File: src/rtl/dtag_pkg.sv
// Package: shared definitions for the duplicate-tag directory.
// Assumes: nothing beyond IEEE 1800-2017.
package dtag_pkg;

    // Meaning of the update-port operation bit.
    typedef enum logic {
        UPD_REMOVE  = 1'b0,
        UPD_INSTALL = 1'b1
    } upd_op_e;

endpackage

File: src/rtl/dtag_array.sv
// Module: dtag_array
// Holds a valid bit and a tag for every (set, slot). It applies one update
// per cycle and flags removes of lines that are not present (sticky).
// It also gives a read view of one set in which a same-cycle update to that
// set is already applied, so a lookup sees the post-update state.
// Assumes: WAYS >= 2; the upd_slot values used are below WAYS.
module dtag_array #(
    parameter int WAYS    = 8,
    parameter int SETS    = 16,
    parameter int TAG_W   = 8,
    localparam int SLOT_W = $clog2(WAYS),
    localparam int SET_W  = $clog2(SETS)
) (
    input  logic                       clk,
    input  logic                       rst_n,
    input  logic                       upd_req,
    input  logic [SLOT_W-1:0]          upd_slot,
    input  logic [SET_W-1:0]           upd_set,
    input  logic [TAG_W-1:0]           upd_tag,
    input  dtag_pkg::upd_op_e          upd_op,
    input  logic [SET_W-1:0]           rd_set,
    output logic [WAYS-1:0]            rd_valid,
    output logic [WAYS-1:0][TAG_W-1:0] rd_tag,
    output logic                       rm_err
);
    import dtag_pkg::*;

    logic [SETS-1:0][WAYS-1:0] vld_q;
    logic [TAG_W-1:0]          tag_q [SETS][WAYS];
    logic                      rm_match;
    logic                      is_install;

    // Decode the operation and see whether a remove names a stored line.
    always_comb begin
        is_install = (upd_op == UPD_INSTALL);
        rm_match   = vld_q[upd_set][upd_slot] && (tag_q[upd_set][upd_slot] == upd_tag);
    end

    // Valid bits: set on install, cleared on a remove that matches.
    always_ff @(posedge clk) begin
        if (!rst_n) begin
            vld_q <= '0;
        end else if (upd_req) begin
            if (is_install) begin
                vld_q[upd_set][upd_slot] <= 1'b1;
            end else if (rm_match) begin
                vld_q[upd_set][upd_slot] <= 1'b0;
            end
        end
    end

    // Tag storage: written on install only; no reset needed behind valid bits.
    always_ff @(posedge clk) begin
        if (upd_req && is_install) begin
            tag_q[upd_set][upd_slot] <= upd_tag;
        end
    end

    // Sticky error: a remove that finds no matching line.
    always_ff @(posedge clk) begin
        if (!rst_n) begin
            rm_err <= 1'b0;
        end else if (upd_req && !is_install && !rm_match) begin
            rm_err <= 1'b1;
        end
    end

    // Read view per slot, with the same-cycle update forwarded in.
    for (genvar w = 0; w < WAYS; w++) begin : g_rd
        logic hit_slot;
        // Apply the pending update to this slot when it targets the read set.
        always_comb begin
            hit_slot    = upd_req && (upd_set == rd_set) && (upd_slot == SLOT_W'(w));
            rd_valid[w] = vld_q[rd_set][w];
            rd_tag[w]   = tag_q[rd_set][w];
            if (hit_slot) begin
                if (is_install) begin
                    rd_valid[w] = 1'b1;
                    rd_tag[w]   = upd_tag;
                end else if (rm_match) begin
                    rd_valid[w] = 1'b0;
                end
            end
        end
    end

endmodule

File: src/rtl/dtag_match.sv
// Module: dtag_match
// Compares one tag against every slot of a set and folds the per-slot
// matches into one presence bit per first-level cache. Cache k owns the
// slots k*L1_ASSOC to k*L1_ASSOC+L1_ASSOC-1.
// Assumes: the slots come in the fixed cache-major order.
module dtag_match #(
    parameter int NUM_L1   = 4,
    parameter int L1_ASSOC = 2,
    parameter int TAG_W    = 8,
    localparam int WAYS    = NUM_L1 * L1_ASSOC
) (
    input  logic [WAYS-1:0]            way_valid,
    input  logic [WAYS-1:0][TAG_W-1:0] way_tag,
    input  logic [TAG_W-1:0]           cmp_tag,
    output logic [NUM_L1-1:0]          presence
);
    for (genvar k = 0; k < NUM_L1; k++) begin : g_l1
        logic [L1_ASSOC-1:0] way_hit;
        for (genvar w = 0; w < L1_ASSOC; w++) begin : g_way
            // One comparator per slot of this cache.
            assign way_hit[w] = way_valid[k*L1_ASSOC + w] &&
                                (way_tag[k*L1_ASSOC + w] == cmp_tag);
        end
        // The cache holds the line if any of its ways matches.
        assign presence[k] = |way_hit;
    end
endmodule

File: src/rtl/dtag_pick.sv
// Module: dtag_pick
// Chooses the data source: the lowest-numbered cache whose presence bit is
// set. Reports a hit when any bit is set; the index is 0 on a miss.
// Assumes: NUM_L1 >= 2.
module dtag_pick #(
    parameter int NUM_L1  = 4,
    localparam int ID_W   = $clog2(NUM_L1)
) (
    input  logic [NUM_L1-1:0] presence,
    output logic              any_hit,
    output logic [ID_W-1:0]   src
);
    // Priority scan from the top so the lowest set bit wins.
    always_comb begin
        any_hit = |presence;
        src     = '0;
        for (int k = NUM_L1 - 1; k >= 0; k--) begin
            if (presence[k]) begin
                src = ID_W'(k);
            end
        end
    end
endmodule

File: src/rtl/dtag_directory.sv
// Module: dtag_directory (top)
// Central duplicate-tag directory for an exclusive cache hierarchy. It takes
// fills and evictions from the first-level caches on the update port. On the
// lookup port it answers one cycle later with hit, presence vector and the
// chosen source cache.
// Assumes: NUM_L1, L1_ASSOC and L1_SETS are powers of two and at least 2;
// ADDR_W is greater than log2(L1_SETS).
module dtag_directory #(
    parameter int NUM_L1   = 4,
    parameter int L1_ASSOC = 2,
    parameter int L1_SETS  = 16,
    parameter int ADDR_W   = 12,
    localparam int ID_W    = $clog2(NUM_L1),
    localparam int WAY_W   = $clog2(L1_ASSOC),
    localparam int SET_W   = $clog2(L1_SETS),
    localparam int TAG_W   = ADDR_W - SET_W,
    localparam int WAYS    = NUM_L1 * L1_ASSOC,
    localparam int SLOT_W  = $clog2(WAYS)
) (
    input  logic              clk,
    input  logic              rst_n,
    input  logic              lk_req,
    input  logic [ADDR_W-1:0] lk_addr,
    output logic              rsp_valid,
    output logic              rsp_hit,
    output logic [NUM_L1-1:0] rsp_present,
    output logic [ID_W-1:0]   rsp_src,
    input  logic              upd_req,
    input  logic [ID_W-1:0]   upd_l1,
    input  logic [WAY_W-1:0]  upd_way,
    input  logic [ADDR_W-1:0] upd_addr,
    input  logic              upd_install,
    output logic              rm_err
);
    import dtag_pkg::*;

    logic [SLOT_W-1:0]          upd_slot;
    upd_op_e                    upd_op;
    logic [WAYS-1:0]            rd_valid;
    logic [WAYS-1:0][TAG_W-1:0] rd_tag;
    logic [NUM_L1-1:0]          pres_c;
    logic                       hit_c;
    logic [ID_W-1:0]            src_c;

    // Fixed slot placement: cache-major, way-minor.
    always_comb begin
        upd_slot = SLOT_W'(upd_l1) * SLOT_W'(L1_ASSOC) + SLOT_W'(upd_way);
        upd_op   = upd_install ? UPD_INSTALL : UPD_REMOVE;
    end

    dtag_array #(
        .WAYS  (WAYS),
        .SETS  (L1_SETS),
        .TAG_W (TAG_W)
    ) u_array (
        .clk      (clk),
        .rst_n    (rst_n),
        .upd_req  (upd_req),
        .upd_slot (upd_slot),
        .upd_set  (upd_addr[SET_W-1:0]),
        .upd_tag  (upd_addr[ADDR_W-1:SET_W]),
        .upd_op   (upd_op),
        .rd_set   (lk_addr[SET_W-1:0]),
        .rd_valid (rd_valid),
        .rd_tag   (rd_tag),
        .rm_err   (rm_err)
    );

    dtag_match #(
        .NUM_L1   (NUM_L1),
        .L1_ASSOC (L1_ASSOC),
        .TAG_W    (TAG_W)
    ) u_match (
        .way_valid (rd_valid),
        .way_tag   (rd_tag),
        .cmp_tag   (lk_addr[ADDR_W-1:SET_W]),
        .presence  (pres_c)
    );

    dtag_pick #(
        .NUM_L1 (NUM_L1)
    ) u_pick (
        .presence (pres_c),
        .any_hit  (hit_c),
        .src      (src_c)
    );

    // Response register: one-cycle lookup latency, zeroed when idle.
    always_ff @(posedge clk) begin
        if (!rst_n) begin
            rsp_valid   <= 1'b0;
            rsp_hit     <= 1'b0;
            rsp_present <= '0;
            rsp_src     <= '0;
        end else begin
            rsp_valid   <= lk_req;
            rsp_hit     <= lk_req && hit_c;
            rsp_present <= lk_req ? pres_c : '0;
            rsp_src     <= lk_req ? src_c : '0;
        end
    end

endmodule

File: config.mk
export PLATFORM = sky130hd
export DESIGN_NAME = dtag_directory
export DESIGN_NICKNAME = d
export VERILOG_FILES = /design/src/rtl/dtag_pkg.sv /design/src/rtl/dtag_array.sv /design/src/rtl/dtag_match.sv /design/src/rtl/dtag_pick.sv /design/src/rtl/dtag_directory.sv
export SDC_FILE = /design/constraint.sdc
export NUM_CORES = 1
export LEC_CHECK = 0
export BUFFER_PORTS_ARGS = -buffer_cell sky130_fd_sc_hd__buf_4
export CELL_PAD_IN_SITES_DETAIL_PLACEMENT = 1
export CELL_PAD_IN_SITES_GLOBAL_PLACEMENT = 2
export CORE_MARGIN = 3
export CORE_UTILIZATION = 34
export CTS_CLUSTER_DIAMETER = 40
export DETAILED_ROUTE_END_ITERATION = 7
export PLACE_DENSITY = 0.58
export REMOVE_ABC_BUFFERS = 1
export SETUP_SLACK_MARGIN = 0.1
export SLEW_MARGIN = 20
export SYNTH_ARGS = -nofsm -noshare
export SYNTH_HDL_FRONTEND = slang
export SYNTH_SLANG_ARGS = --single-unit
File: constraint.sdc
create_clock -name clk -period 4.8 [get_ports clk]
set_input_delay 0 -clock clk [delete_from_list [all_inputs] [get_ports clk]]
set_output_delay 0 -clock clk [all_outputs]
set_load 0.005 [all_outputs]
==> flow_metrics.tcl <==
set metrics [dict create \
    synth_async_sr_flop_share_pct 0 \
    rows 148 \
    netlist_instances 3391 \
    synth_edf_count 1024 \
    setup-violations-final 0 \
    fin_crit_ps 4530 \
    cts.sinks 1161 \
    cts_buffers 201 \
    yosysUniqueCellTypes 75 \
    coreArea_sq_mm 0.164 \
    cts_buffer_depth 3 \
    grt_pass1_vias 38978 \
    grt_pass1_wl_um 335000 \
    drc 0 \
    hpwl_um 165000 \
    vias 38496 \
    maxSlewViolCount 0 \
    critPathLaunchType "flip-flop" \
    final_cell_mix "1024 x edfxtp_1, 544 x mux4_2, 388 x buf_4" \
    yosysSeqAreaShare_pct 59.5 \
    grt_max_degree 72 \
    overflow 0 \
    cp_cell_sequence "mux4_2 > nor2b_1 > a211oi_1 > a211oi_1 > o32a_1 > xnor2_1 > o2111ai_1 > nor4_4 > nor2_4 > nor3b_4 > buf_12 > a31oi_1 > dlygate4sd3_1" \
    path_clk_slew_ps 50 \
    wl_per_cell_um 40.4 \
    syn-cell-area_sq_mm 0.0563 \
    critPathCaptureType "flip-flop" \
    yosys_register_bits 1161 \
    post-route-period-util_pct 94.5 \
    die_w_um 413 \
    peakVddDrop_mv 0.398 \
    track_usage_pct 28.7 \
    fin_setup_tns_ps 0 \
    dr.pass1.iters 6 \
    cp.buffers_inverters 2 \
    final_common_cell "edfxtp_1" \
    tightestPinTransition_ps 1190 \
    critPathMostFrequentCell "a211oi_1" \
    rsz0062_at_grt "no" \
    crit_family "compound AO/OA/AOI/OAI gates" \
    cts_tree "built" \
    holdCritPathClass "in -> reg" \
    ant_nets 0 \
    drive_gt1_share_pct 34.5 \
    clock-root-buffer "clkbuf_16" \
    pre_cts_slack_ps 34.1 \
    die_area_sq_mm 0.171 \
    routabilityCongestion 0.931 \
    status "finished clean" \
    ys.flop_type "edfxtp_1" \
    nets 3786 \
    fin_ws_ps 265 \
    max_freq_mhz 221 \
    cpPeakStageDelay_ps 730 \
    cp.arrival_ps 5260 \
    cp.required_ps 5520 \
    maxCapViolCount 0 \
    dr.first_iter.drc_count 5191 \
    finalHoldViolations 0 \
    post_drt_via_cell_ratio 6.30 \
    antenna_found_initial 17 \
    yosysWarnings 0 \
    htreeDepth 4 \
    cp_slowest_cell "a211oi_1" \
    power_leakage_nw 22.8 \
    syn-mean-instance-area_sq_um 16.6 \
    start_util_pct 34.4 \
    max_slew_margin_pct 20.2 \
    final_cells 6106 \
    die_y_um 413 \
    pin_count 41 \
    ctsResizeCount 0 \
    area_growth_pct 21.5 \
    crit_type "reg -> reg" \
    critPathMaxFanout 16 \
    wl_um 246000 \
    insertion_delay_ps 850 \
    clock_skew_ps 38.7 \
    place_inst 5712 \
    io_buffers 40 \
    p_per_area_mw_per_mm2 407 \
]
## synthesized netlist by cell type, types with 12 or more instances
master	number	area share, %
a211oi_1	14	0.19
a21oi_1	51	0.45
a221oi_1	14	0.22
a22o_1	22	0.34
a22oi_1	105	1.4
a31oi_1	144	1.6
buf_1	31	0.21
buf_2	87	0.77
buf_4	27	0.36
buf_6	25	0.50
clkbuf_1	108	0.72
dfxtp_1	137	4.9
edfxtp_1	1024	55
inv_1	15	0.10
mux2i_1	211	3.7
mux4_2	544	22
nand2_1	128	0.85
nand3_1	65	0.58
nand4_1	18	0.20
nor2_1	179	1.2
nor2b_1	23	0.26
nor3_1	39	0.35
nor4_1	12	0.13
o21ai_0	153	1.4
xnor2_1	34	0.53
xor2_1	36	0.56
## through the flow
step                hold WS, ps  total power [mW]  area, sq um  util [%]
finish                     42.0              27.9        68400      41.8
floorplan                  98.9              12.1        54900         -
global route               28.1              28.6        68400      41.8
detailed placement          384              13.5        61300      37.5
CTS                        14.6              28.0        68400      41.8
global placement            385              13.4        61300      37.5
## logic make-up after synthesis
logic type	share of synthesized area [%]
AO/OA/AOI/OAI	6.54
XOR/XNOR	1.09
buffers and inverters	2.74
flip-flops	59.5
multiplexers	25.7
AND/OR/NAND/NOR	4.48
## tightest hold or removal path: stages
cell     delay, ps
buf_8          370
nor4_4         200
a31oi_1        160
## worst paths after layout
path | endpoint | cells past startpoint | slack (ps) | start
hold / removal | flip-flop | 3 | 40 | upd_addr[0]
setup reg to reg | flip-flop | 13 | 270 | u_array.tag_q[6][54]
hold reg to reg | flip-flop | 2 | 580 | flip-flop
setup / recovery | flip-flop | 13 | 270 | u_array.tag_q[6][54]
## layer usage
layer | global-route usage (%) | vias up | wire [um]
met5 | 0 | - | 45
met4 | 12.0 | 6 | 11200
met3 | 5.92 | 462 | 20500
met2 | 43.6 | 2170 | 111000
met1 | 40.0 | 20886 | 103000
li1 | - | 14972 | -
## cell type report
| class | count | area, sq um |
|---|---|---|
| diodes | 6 | 15.0 |
| clock buffers | 234 | 5320 |
| clock inverters | 140 | 1610 |
| fillers | 15994 | 95300 |
| inverters | 18 | 67.6 |
| multi-input cells | 1931 | 21400 |
| flip-flops and latches | 1161 | 33500 |
| well taps | 2175 | 2720 |
| repair buffers | 441 | 3790 |
## power by group
group	switching (mW)	leakage, nW	internal (mW)
registers	0.0140	10.3	11.0
logic	1.46	9.18	0.813
clock network	5.48	3.31	9.07
## timing repair
item                                   CTS  global route
setup endpoints to repair                0             0
hold buffers                            14             0
endpoints found under the hold margin  594             0
setup buffers                            0             0
Power figures use the tool's default switching activity.
